<file path="config.mk">
export PLATFORM = sky130hd
export DESIGN_NAME = gpio_evt_agg
export DESIGN_NICKNAME = d
export VERILOG_FILES = /design/src/rtl/gpio_agg_pkg.sv /design/src/rtl/gpio_agg_status_bank.sv /design/src/rtl/gpio_agg_mask_reg.sv /design/src/rtl/gpio_agg_line.sv /design/src/rtl/gpio_evt_agg.sv
export SDC_FILE = /design/constraint.sdc
export NUM_CORES = 1
export LEC_CHECK = 0
export BUFFER_PORTS_ARGS = -buffer_cell sky130_fd_sc_hd__buf_2
export CAP_MARGIN = 20
export CORE_MARGIN = 10
export CORE_UTILIZATION = 35
export DETAILED_ROUTE_END_ITERATION = 6
export GPL_TIMING_DRIVEN = 0
export MAX_ROUTING_LAYER = met4
export PLACE_DENSITY = 0.69
export SYNTH_ARGS = -nofsm -noshare
export SYNTH_HDL_FRONTEND = slang
export SYNTH_SLANG_ARGS = --single-unit
</file>
<file path="constraint.sdc">
create_clock -name clk -period 1.3 [get_ports clk]
set_input_delay 0.26 -clock clk [delete_from_list [all_inputs] [get_ports clk]]
set_output_delay 0.26 -clock clk [all_outputs]
set_load 0.02 [all_outputs]
</file>
<file path="src/rtl/gpio_agg_pkg.sv">
package gpio_agg_pkg;
  localparam int unsigned ADDR_W = 2;

  typedef enum logic [ADDR_W-1:0] {
    A_HOST_STS = 2'd0,
    A_HOST_EN  = 2'd1,
    A_WAKE_STS = 2'd2,
    A_WAKE_EN  = 2'd3
  } agg_addr_e;
endpackage

</file>
<file path="src/rtl/gpio_agg_status_bank.sv">
module gpio_agg_status_bank #(
  parameter int unsigned W = 16
) (
  input  logic         clk,
  input  logic         rst_n,
  input  logic [W-1:0] set_vec,
  input  logic [W-1:0] clr_vec,
  input  logic [W-1:0] valid_mask,
  output logic [W-1:0] sts,
  output logic [W-1:0] collide
);
  function automatic logic [W-1:0] next_sts(input logic [W-1:0] cur,
                                            input logic [W-1:0] setv,
                                            input logic [W-1:0] clrv,
                                            input logic [W-1:0] vm);
    return ((cur & ~clrv) | setv) & vm;
  endfunction

  assign collide = set_vec & clr_vec & valid_mask;

  always_ff @(posedge clk or negedge rst_n) begin
    if (!rst_n) sts <= '0;
    else        sts <= next_sts(sts, set_vec, clr_vec, valid_mask);
  end
endmodule

</file>
<file path="src/rtl/gpio_agg_mask_reg.sv">
module gpio_agg_mask_reg #(
  parameter int unsigned W = 16
) (
  input  logic         clk,
  input  logic         rst_n,
  input  logic         wr_en,
  input  logic [W-1:0] wdata,
  input  logic [W-1:0] valid_mask,
  output logic [W-1:0] q
);
  always_ff @(posedge clk or negedge rst_n) begin
    if (!rst_n)     q <= '0;
    else if (wr_en) q <= wdata & valid_mask;
  end
endmodule

</file>
<file path="src/rtl/gpio_agg_line.sv">
module gpio_agg_line #(
  parameter int unsigned W = 16
) (
  input  logic         clk,
  input  logic         rst_n,
  input  logic [W-1:0] pend,
  input  logic [W-1:0] allow,
  input  logic [W-1:0] block,
  output logic         line
);
  function automatic logic any_live(input logic [W-1:0] p,
                                    input logic [W-1:0] a,
                                    input logic [W-1:0] b);
    return |(p & a & ~b);
  endfunction

  always_ff @(posedge clk or negedge rst_n) begin
    if (!rst_n) line <= 1'b0;
    else        line <= any_live(pend, allow, block);
  end
endmodule

</file>
<file path="src/rtl/gpio_evt_agg.sv">
module gpio_evt_agg #(
  parameter int unsigned NUM_PADS = 16,
  parameter int unsigned WORD_W   = 16
) (
  input  logic                              clk,
  input  logic                              rst_n,
  input  logic [NUM_PADS-1:0]               pad_evt,
  input  logic [NUM_PADS-1:0]               pad_host_own,
  input  logic [NUM_PADS-1:0]               pad_sci_route,
  input  logic                              reg_wr,
  input  logic                              reg_rd,
  input  logic [gpio_agg_pkg::ADDR_W-1:0]   reg_addr,
  input  logic [WORD_W-1:0]                 reg_wdata,
  output logic [WORD_W-1:0]                 reg_rdata,
  output logic                              irq_out,
  output logic                              wake_out
);
  import gpio_agg_pkg::*;

  function automatic logic [WORD_W-1:0] populated(input int unsigned n);
    logic [WORD_W-1:0] m;
    m = '0;
    for (int unsigned i = 0; i < WORD_W; i++) m[i] = (i < n);
    return m;
  endfunction

  localparam logic [WORD_W-1:0] POP_MASK = populated(NUM_PADS);

  logic [WORD_W-1:0] evt_w, own_w, sci_w;
  always_comb begin
    evt_w = '0; own_w = '0; sci_w = '0;
    evt_w[NUM_PADS-1:0] = pad_evt;
    own_w[NUM_PADS-1:0] = pad_host_own;
    sci_w[NUM_PADS-1:0] = pad_sci_route;
  end

  // named decode events
  logic wr_host_sts, wr_host_en, wr_wake_sts, wr_wake_en;
  assign wr_host_sts = reg_wr && (reg_addr == A_HOST_STS);
  assign wr_host_en  = reg_wr && (reg_addr == A_HOST_EN);
  assign wr_wake_sts = reg_wr && (reg_addr == A_WAKE_STS);
  assign wr_wake_en  = reg_wr && (reg_addr == A_WAKE_EN);

  logic [WORD_W-1:0] host_set, host_clr, wake_clr;
  assign host_set = evt_w & own_w;
  assign host_clr = wr_host_sts ? reg_wdata : '0;
  assign wake_clr = wr_wake_sts ? reg_wdata : '0;

  logic [WORD_W-1:0] host_sts, host_en, wake_sts, wake_en;
  logic [WORD_W-1:0] host_collide, wake_collide;

  gpio_agg_status_bank #(.W(WORD_W)) u_host_sts (
    .clk(clk), .rst_n(rst_n), .set_vec(host_set), .clr_vec(host_clr),
    .valid_mask(POP_MASK), .sts(host_sts), .collide(host_collide));

  gpio_agg_status_bank #(.W(WORD_W)) u_wake_sts (
    .clk(clk), .rst_n(rst_n), .set_vec(evt_w), .clr_vec(wake_clr),
    .valid_mask(POP_MASK), .sts(wake_sts), .collide(wake_collide));

  gpio_agg_mask_reg #(.W(WORD_W)) u_host_en (
    .clk(clk), .rst_n(rst_n), .wr_en(wr_host_en), .wdata(reg_wdata),
    .valid_mask(POP_MASK), .q(host_en));

  gpio_agg_mask_reg #(.W(WORD_W)) u_wake_en (
    .clk(clk), .rst_n(rst_n), .wr_en(wr_wake_en), .wdata(reg_wdata),
    .valid_mask(POP_MASK), .q(wake_en));

  gpio_agg_line #(.W(WORD_W)) u_irq_line (
    .clk(clk), .rst_n(rst_n), .pend(host_sts), .allow(host_en),
    .block('0), .line(irq_out));

  gpio_agg_line #(.W(WORD_W)) u_wake_line (
    .clk(clk), .rst_n(rst_n), .pend(wake_sts), .allow(wake_en),
    .block(sci_w), .line(wake_out));

  logic [WORD_W-1:0] rd_mux;
  always_comb begin
    unique case (reg_addr)
      A_HOST_STS: rd_mux = host_sts;
      A_HOST_EN:  rd_mux = host_en;
      A_WAKE_STS: rd_mux = wake_sts;
      default:    rd_mux = wake_en;
    endcase
  end

  always_ff @(posedge clk or negedge rst_n) begin
    if (!rst_n)      reg_rdata <= '0;
    else if (reg_rd) reg_rdata <= rd_mux;
  end
endmodule

</file>
==> results of run 1 <==
-- layout by cell type (no fill, tap or decap), drive strengths merged --
master / n
dlygate4sd3: 1
nor4: 2
nor3b: 1
nand3: 1
clkbuf: 13
clkinvlp: 1
dfrtp: 82
mux4: 16
a221oi: 4
and3b: 1
nand4: 1
mux2: 48
nand3b: 1
o22ai: 8
buf: 111
bufinv: 3
a22o: 20
nand2: 49
a21o: 16
-- synthesized netlist by cell type, drive strengths merged (2+ instances only) --
library cell / number
nor4: 2
nand2: 49
a22o: 20
mux4: 16
o22ai: 8
a221oi: 4
dfrtp: 82
buf: 10
a21o: 16
mux2: 48
-- per-layer routing --
metal / share of wire [%] / GRT usage [%]
met1: 44 / 17.9
met2: 47 / 21.3
met3: 6.8 / 3.51
met4: 2.1 / 5.75
met5: 0 / -
-- power by group --
group | total (µW) | internal, µW | switching [µW] | leakage (µW)
registers | 3160 | 2910 | 253 | 0.000872
logic | 1370 | 742 | 630 | 0.00107
clock network | 2310 | 1380 | 929 | 0.000123
-- worst max-delay path, cell delays in order, from the launching register on --
cell     delay, ns
dfrtp_1       0.43
mux4_2        0.48
mux2_4        0.27
-- cells by family (layout without fill, tap and decap cells) --
kind of cell           Yosys count  after routing  share of synthesized area, %
AOI/OAI and AO/OA               48             48                          10.2
DFF                             82             82                          54.8
buffers and inverters           11            129                          2.17
muxes                           64             64                          25.7
and+or+nand+nor                 56             56                          7.19
-- timing repair --
item	4_1_cts	5_1_grt
buffers inserted	7	7
pin swaps	1	0
gates cloned	0	0
hold buffers	1	0
hold endpoints to repair	40	0
resized for setup	0	12
endpoints found under the setup margin	13	10
-- layout make-up --
class	instances	area, µm²
fillers	986	5630
flip-flops and latches	82	2050
multi-input cells	168	1600
repair buffers	102	568
well taps	136	170
clock buffers	12	155
plain buffers	11	100
clock inverters	4	97.6
-- state kept, by name, indices dropped and copies added, names as in the netlist --
signal and count:
u_host_sts.sts 16, u_irq_line.line 1, u_wake_sts.sts 16, u_wake_line.line 1, u_wake_en.q 16, u_host_en.q 16, reg_rdata 16
-- worst max path at each step --
stage	start	end	slack, ns	depth (start not counted)
after CTS	u_host_en.q[2]$_DFFE_PN0P_	reg_rdata[2]$_DFFE_PN0P_	0.0007	2
final	u_host_sts.sts[14]$_DFF_PN0_	reg_rdata[14]$_DFFE_PN0P_	0.009	2
after detailed placement	reg_addr[0]	u_host_sts.sts[5]$_DFF_PN0_	-0.46	7
after global routing	u_host_sts.sts[7]$_DFF_PN0_	reg_rdata[7]$_DFFE_PN0P_	-0.008	2
after global placement	rst_n	u_host_sts.sts[2]$_DFF_PN0_	-0.64	1
after floorplan	reg_addr[0]	reg_rdata[11]$_DFFE_PN0P_	-0.08	4
-- per-stage QoR --
| step | instances | instance area (µm²) | setup slack (ns) |
|---|---|---|---|
| global route | 515 | 4740 | -0.00819 |
| detailed placement | 484 | 4390 | -0.456 |
| CTS | 508 | 4700 | 0.000701 |
| floorplan | 261 | 3760 | -0.0788 |
| global placement | 483 | 4360 | -0.643 |
| finish | 515 | 4740 | 0.00924 |
==> results_dict.tcl, run 1 <==
set metrics [dict create \
    cts_buffers 9 \
    grt_pass1_vias 2846 \
    antenna_left 0 \
    grt_overflow 0 \
    syn_avg_cell_area_um2 14.3 \
    hp-start "pad_evt[6]" \
    clkTransAtPathRegs_ns 0.08 \
    skew_ns 0.00623 \
    fp-row-count 37 \
    hold_class "primary input to flop" \
    reg2reg_to "reg_rdata[14]$_DFFE_PN0P_" \
    initial_utilization_pct 36.1 \
    critPathLaunchType "flop" \
    r2r-start "u_host_sts.sts[14]$_DFF_PN0_" \
    ys_seq_elements 82 \
    synthToLayoutAreaGrowth_pct 26.7 \
    htree_num_levels 3 \
    fmax_mhz 775 \
    final_nets 444 \
    arrival_ns 1.55 \
    coreArea_um2 10400 \
    leakage_uw 0.00207 \
    die-area_um2 15200 \
    viasPerCell 5.12 \
    hold_viol_final 0 \
    dieHeight_um 123 \
    rr_worst_depth 2 \
    firstDrtPassIters 4 \
    drt_iter0_markers 209 \
    tightest_slew_ns 0.544 \
    wl_per_cell_um 19.7 \
    cts_tree "done" \
    async_flop_share_pct 100 \
    synth_top_area_share_pct 54.8 \
    clkLatencyLatePin_ns 0.37 \
    yosysWarnings 0 \
    drive_gt1_share_pct 50.9 \
    power_density_nw_per_um2 1440 \
    synth-edff-count 0 \
    diodes 0 \
    seq_area_frac_synth_pct 54.8 \
    crit_required_ns 1.56 \
    relSlewSlack_pct 63.8 \
    hold_path_depth 2 \
    io_buffers 86 \
    min_period_over_period_pct 99.3 \
    synth_fp_nets 331 \
    num_vias 2638 \
    total_power_uw 6850 \
    status "completed" \
    die_w_um 123 \
    end_kind "flop" \
    worstHoldEndpoint "u_wake_sts.sts[6]$_DFF_PN0_" \
    grt_pass1_wl_um 15600 \
    cts_sinks 82 \
    yosysTopAreaCell "dfrtp_1" \
    ioPinCount 88 \
    max_cap_violations 0 \
    synth-main-ff-cell "dfrtp_1" \
    synthesis.area_um2 3740 \
    antenna_found_initial 0 \
    dp_hpwl_um 7420 \
    hold_ws_ns 0.0757 \
    drc_errors 0 \
    crit_fanout 3 \
    wl_um 10100 \
    tns_ns 0 \
    critPathKind "flop to flop" \
    slew_violations 0 \
    clock-root-buffer "clkbuf_8" \
    rsz0062_at_grt "true" \
    yosys-top-cells-area "dfrtp_1 55%, mux2_2 12%, mux4_1 6.3%" \
    gp_congestion 0.814 \
    grt_usage_pct 14.1 \
    ff2ff_setup_slack_ns 0.009 \
    setup_viol 0 \
    cts_buffer_depth 2 \
    period_needed_ns 1.29 \
    final_core_util_pct 45.7 \
    syn_inst 261 \
    grt_max_degree 43 \
    ir_drop_v 0.000645 \
    synthDistinctLibCells 22 \
]
(Power assumes the default switching activity.)
==> run 2, diff against run 1 <==
Settings changed: CTS_BUF_LIST from default to sky130_fd_sc_hd__clkbuf_4 sky130_fd_sc_hd__clkbuf_8 sky130_fd_sc_hd__clkbuf_16.
==> run 2 against run 1 <==
Via count is the same. Utilization about the same. Critical path depth stayed put. Hold slack unchanged. Global-route usage did not move. Final cell count unchanged. Critical endpoint unchanged. Highest routed layer unchanged.
==> results_dict.tcl, run 2 (synthesis results as in run 1) <==
set metrics [dict create \
    dp_hpwl_um 7420 \
    diodes 0 \
    comb_power_share_pct 20.0 \
    antenna_found_initial 0 \
    cts_sinks 82 \
    initial_utilization_pct 36.1 \
    drive_gt1_share_pct 51.2 \
    crit_fanout 3 \
    cts_buffers 9 \
    dieHeight_um 123 \
    wl_um 10100 \
    seqPwrFrac_pct 46.1 \
    wl_per_cell_um 19.7 \
    fin_area_um2 4750 \
    drt_iter0_markers 209 \
    drc_errors 0 \
    cts_tree "done" \
    critPathKind "flop to flop" \
    grt_usage_pct 14.1 \
    antenna_left 0 \
    relSlewSlack_pct 63.8 \
    hold_class "primary input to flop" \
    min_period_over_period_pct 99.3 \
    critPathLaunchType "flop" \
    max_cap_violations 0 \
    gp_congestion 0.814 \
    hold_viol_final 0 \
    hold_path_depth 2 \
    power_density_nw_per_um2 1450 \
    crit_required_ns 1.56 \
    hp-start "pad_evt[6]" \
    internal_power_uw 5050 \
    rr_worst_depth 2 \
    r2r-start "u_host_sts.sts[14]$_DFF_PN0_" \
    cts_buffer_depth 2 \
    arrival_ns 1.55 \
    skew_ns 0.00623 \
    setup_viol 0 \
    status "completed" \
    switching_power_uw 1810 \
    rsz0062_at_grt "true" \
    slew_violations 0 \
    fmax_mhz 775 \
    firstDrtPassIters 4 \
    htree_num_levels 3 \
    ioPinCount 88 \
    grt_pass1_vias 2846 \
    grt_overflow 0 \
    die-area_um2 15200 \
    p_sw_share_pct 26.4 \
    io_buffers 86 \
    clock-root-buffer "clkbuf_8" \
    clkPwrFrac_pct 34.0 \
    clkTransAtPathRegs_ns 0.08 \
    period_needed_ns 1.29 \
    ir_drop_v 0.000645 \
    ff2ff_setup_slack_ns 0.009 \
    final_nets 444 \
    dpl_cell_area_um2 4390 \
    reg2reg_to "reg_rdata[14]$_DFFE_PN0P_" \
    synthToLayoutAreaGrowth_pct 26.8 \
    layout_common_cells "87 x buf_2, 82 x dfrtp_1, 49 x nand2_1" \
    final_common_cell "buf_2" \
    clkLatencyLatePin_ns 0.37 \
    viasPerCell 5.12 \
    die_w_um 123 \
    setup_ws_ns 0.00924 \
    tightest_slew_ns 0.544 \
    num_vias 2638 \
    grt_pass1_wl_um 15600 \
    worstHoldEndpoint "u_wake_sts.sts[6]$_DFF_PN0_" \
    coreArea_um2 10400 \
    pre_cts_slack_ns -0.456 \
    end_kind "flop" \
    grt_max_degree 43 \
    leakage_uw 0.00207 \
    fp-row-count 37 \
]
-- run 2: power by group through the flow --
stage	registers, µW	clock network (µW)	logic [µW]
after global placement	3180	0	1250
after detailed placement	3210	0	1300
after floorplan	3270	0	685
after CTS	3150	2380	1330
after global routing	3220	2480	1490
final	3160	2330	1370
-- run 2: stage by stage --
step	hold slack, ns	total power (µW)	TNS [ns]	util (%)	cells
floorplan	-0.0356	3950	-0.552	-	261
global placement	0.454	4440	-69.03	42.1	483
detailed placement	0.278	4500	-17.52	42.3	484
CTS	0.0624	6870	0	45.4	508
global route	0.0831	7190	-0.0149	45.8	515
finish	0.0757	6870	0	45.8	515
-- run 2: what timing repair did --
action                                  4_1_cts  5_1_grt
pin swaps                                     1        0
setup buffers                                 7        7
endpoints found under the hold margin        40        0
hold buffers                                  1        0
resized for setup                             0       12
endpoints found under the setup margin       13       10
-- run 2: worst max-delay path: stages (launching register included) --
cell and delay (ns):
dfrtp_1 0.43, mux4_2 0.48, mux2_4 0.27
-- run 2: cell type report --
cell class / instances / area (µm²)
Timing Repair Buffer: 102 / 568
Clock inverter: 4 / 97.6
Tap cell: 136 / 170
Buffer: 11 / 100
Multi-Input combinational cell: 168 / 1600
Fill cell: 984 / 5620
Clock buffer: 12 / 159
Sequential cell: 82 / 2050
-- run 2: how the worst max path moves through the flow --
stage / from / end / slack (ns) / cells after the start
6_report: u_host_sts.sts[14]$_DFF_PN0_ / reg_rdata[14]$_DFFE_PN0P_ / 0.009 / 2
5_1_grt: u_host_sts.sts[7]$_DFF_PN0_ / reg_rdata[7]$_DFFE_PN0P_ / -0.008 / 2
4_1_cts: u_host_en.q[2]$_DFFE_PN0P_ / reg_rdata[2]$_DFFE_PN0P_ / 0.0007 / 2
3_5_place_dp: reg_addr[0] / u_host_sts.sts[5]$_DFF_PN0_ / -0.46 / 7
3_3_place_gp: rst_n / u_host_sts.sts[2]$_DFF_PN0_ / -0.64 / 1
2_1_floorplan: reg_addr[0] / reg_rdata[11]$_DFFE_PN0P_ / -0.08 / 4
-- run 2: per-layer routing --
| metal | track usage (%) | wire length [µm] | vias up |
|---|---|---|---|
| li1 | - | - | 1208 |
| met1 | 17.9 | 4450 | 1323 |
| met2 | 21.3 | 4790 | 90 |
| met3 | 3.51 | 688 | 17 |
| met4 | 5.75 | 208 | 0 |
| met5 | - | 0 | - |
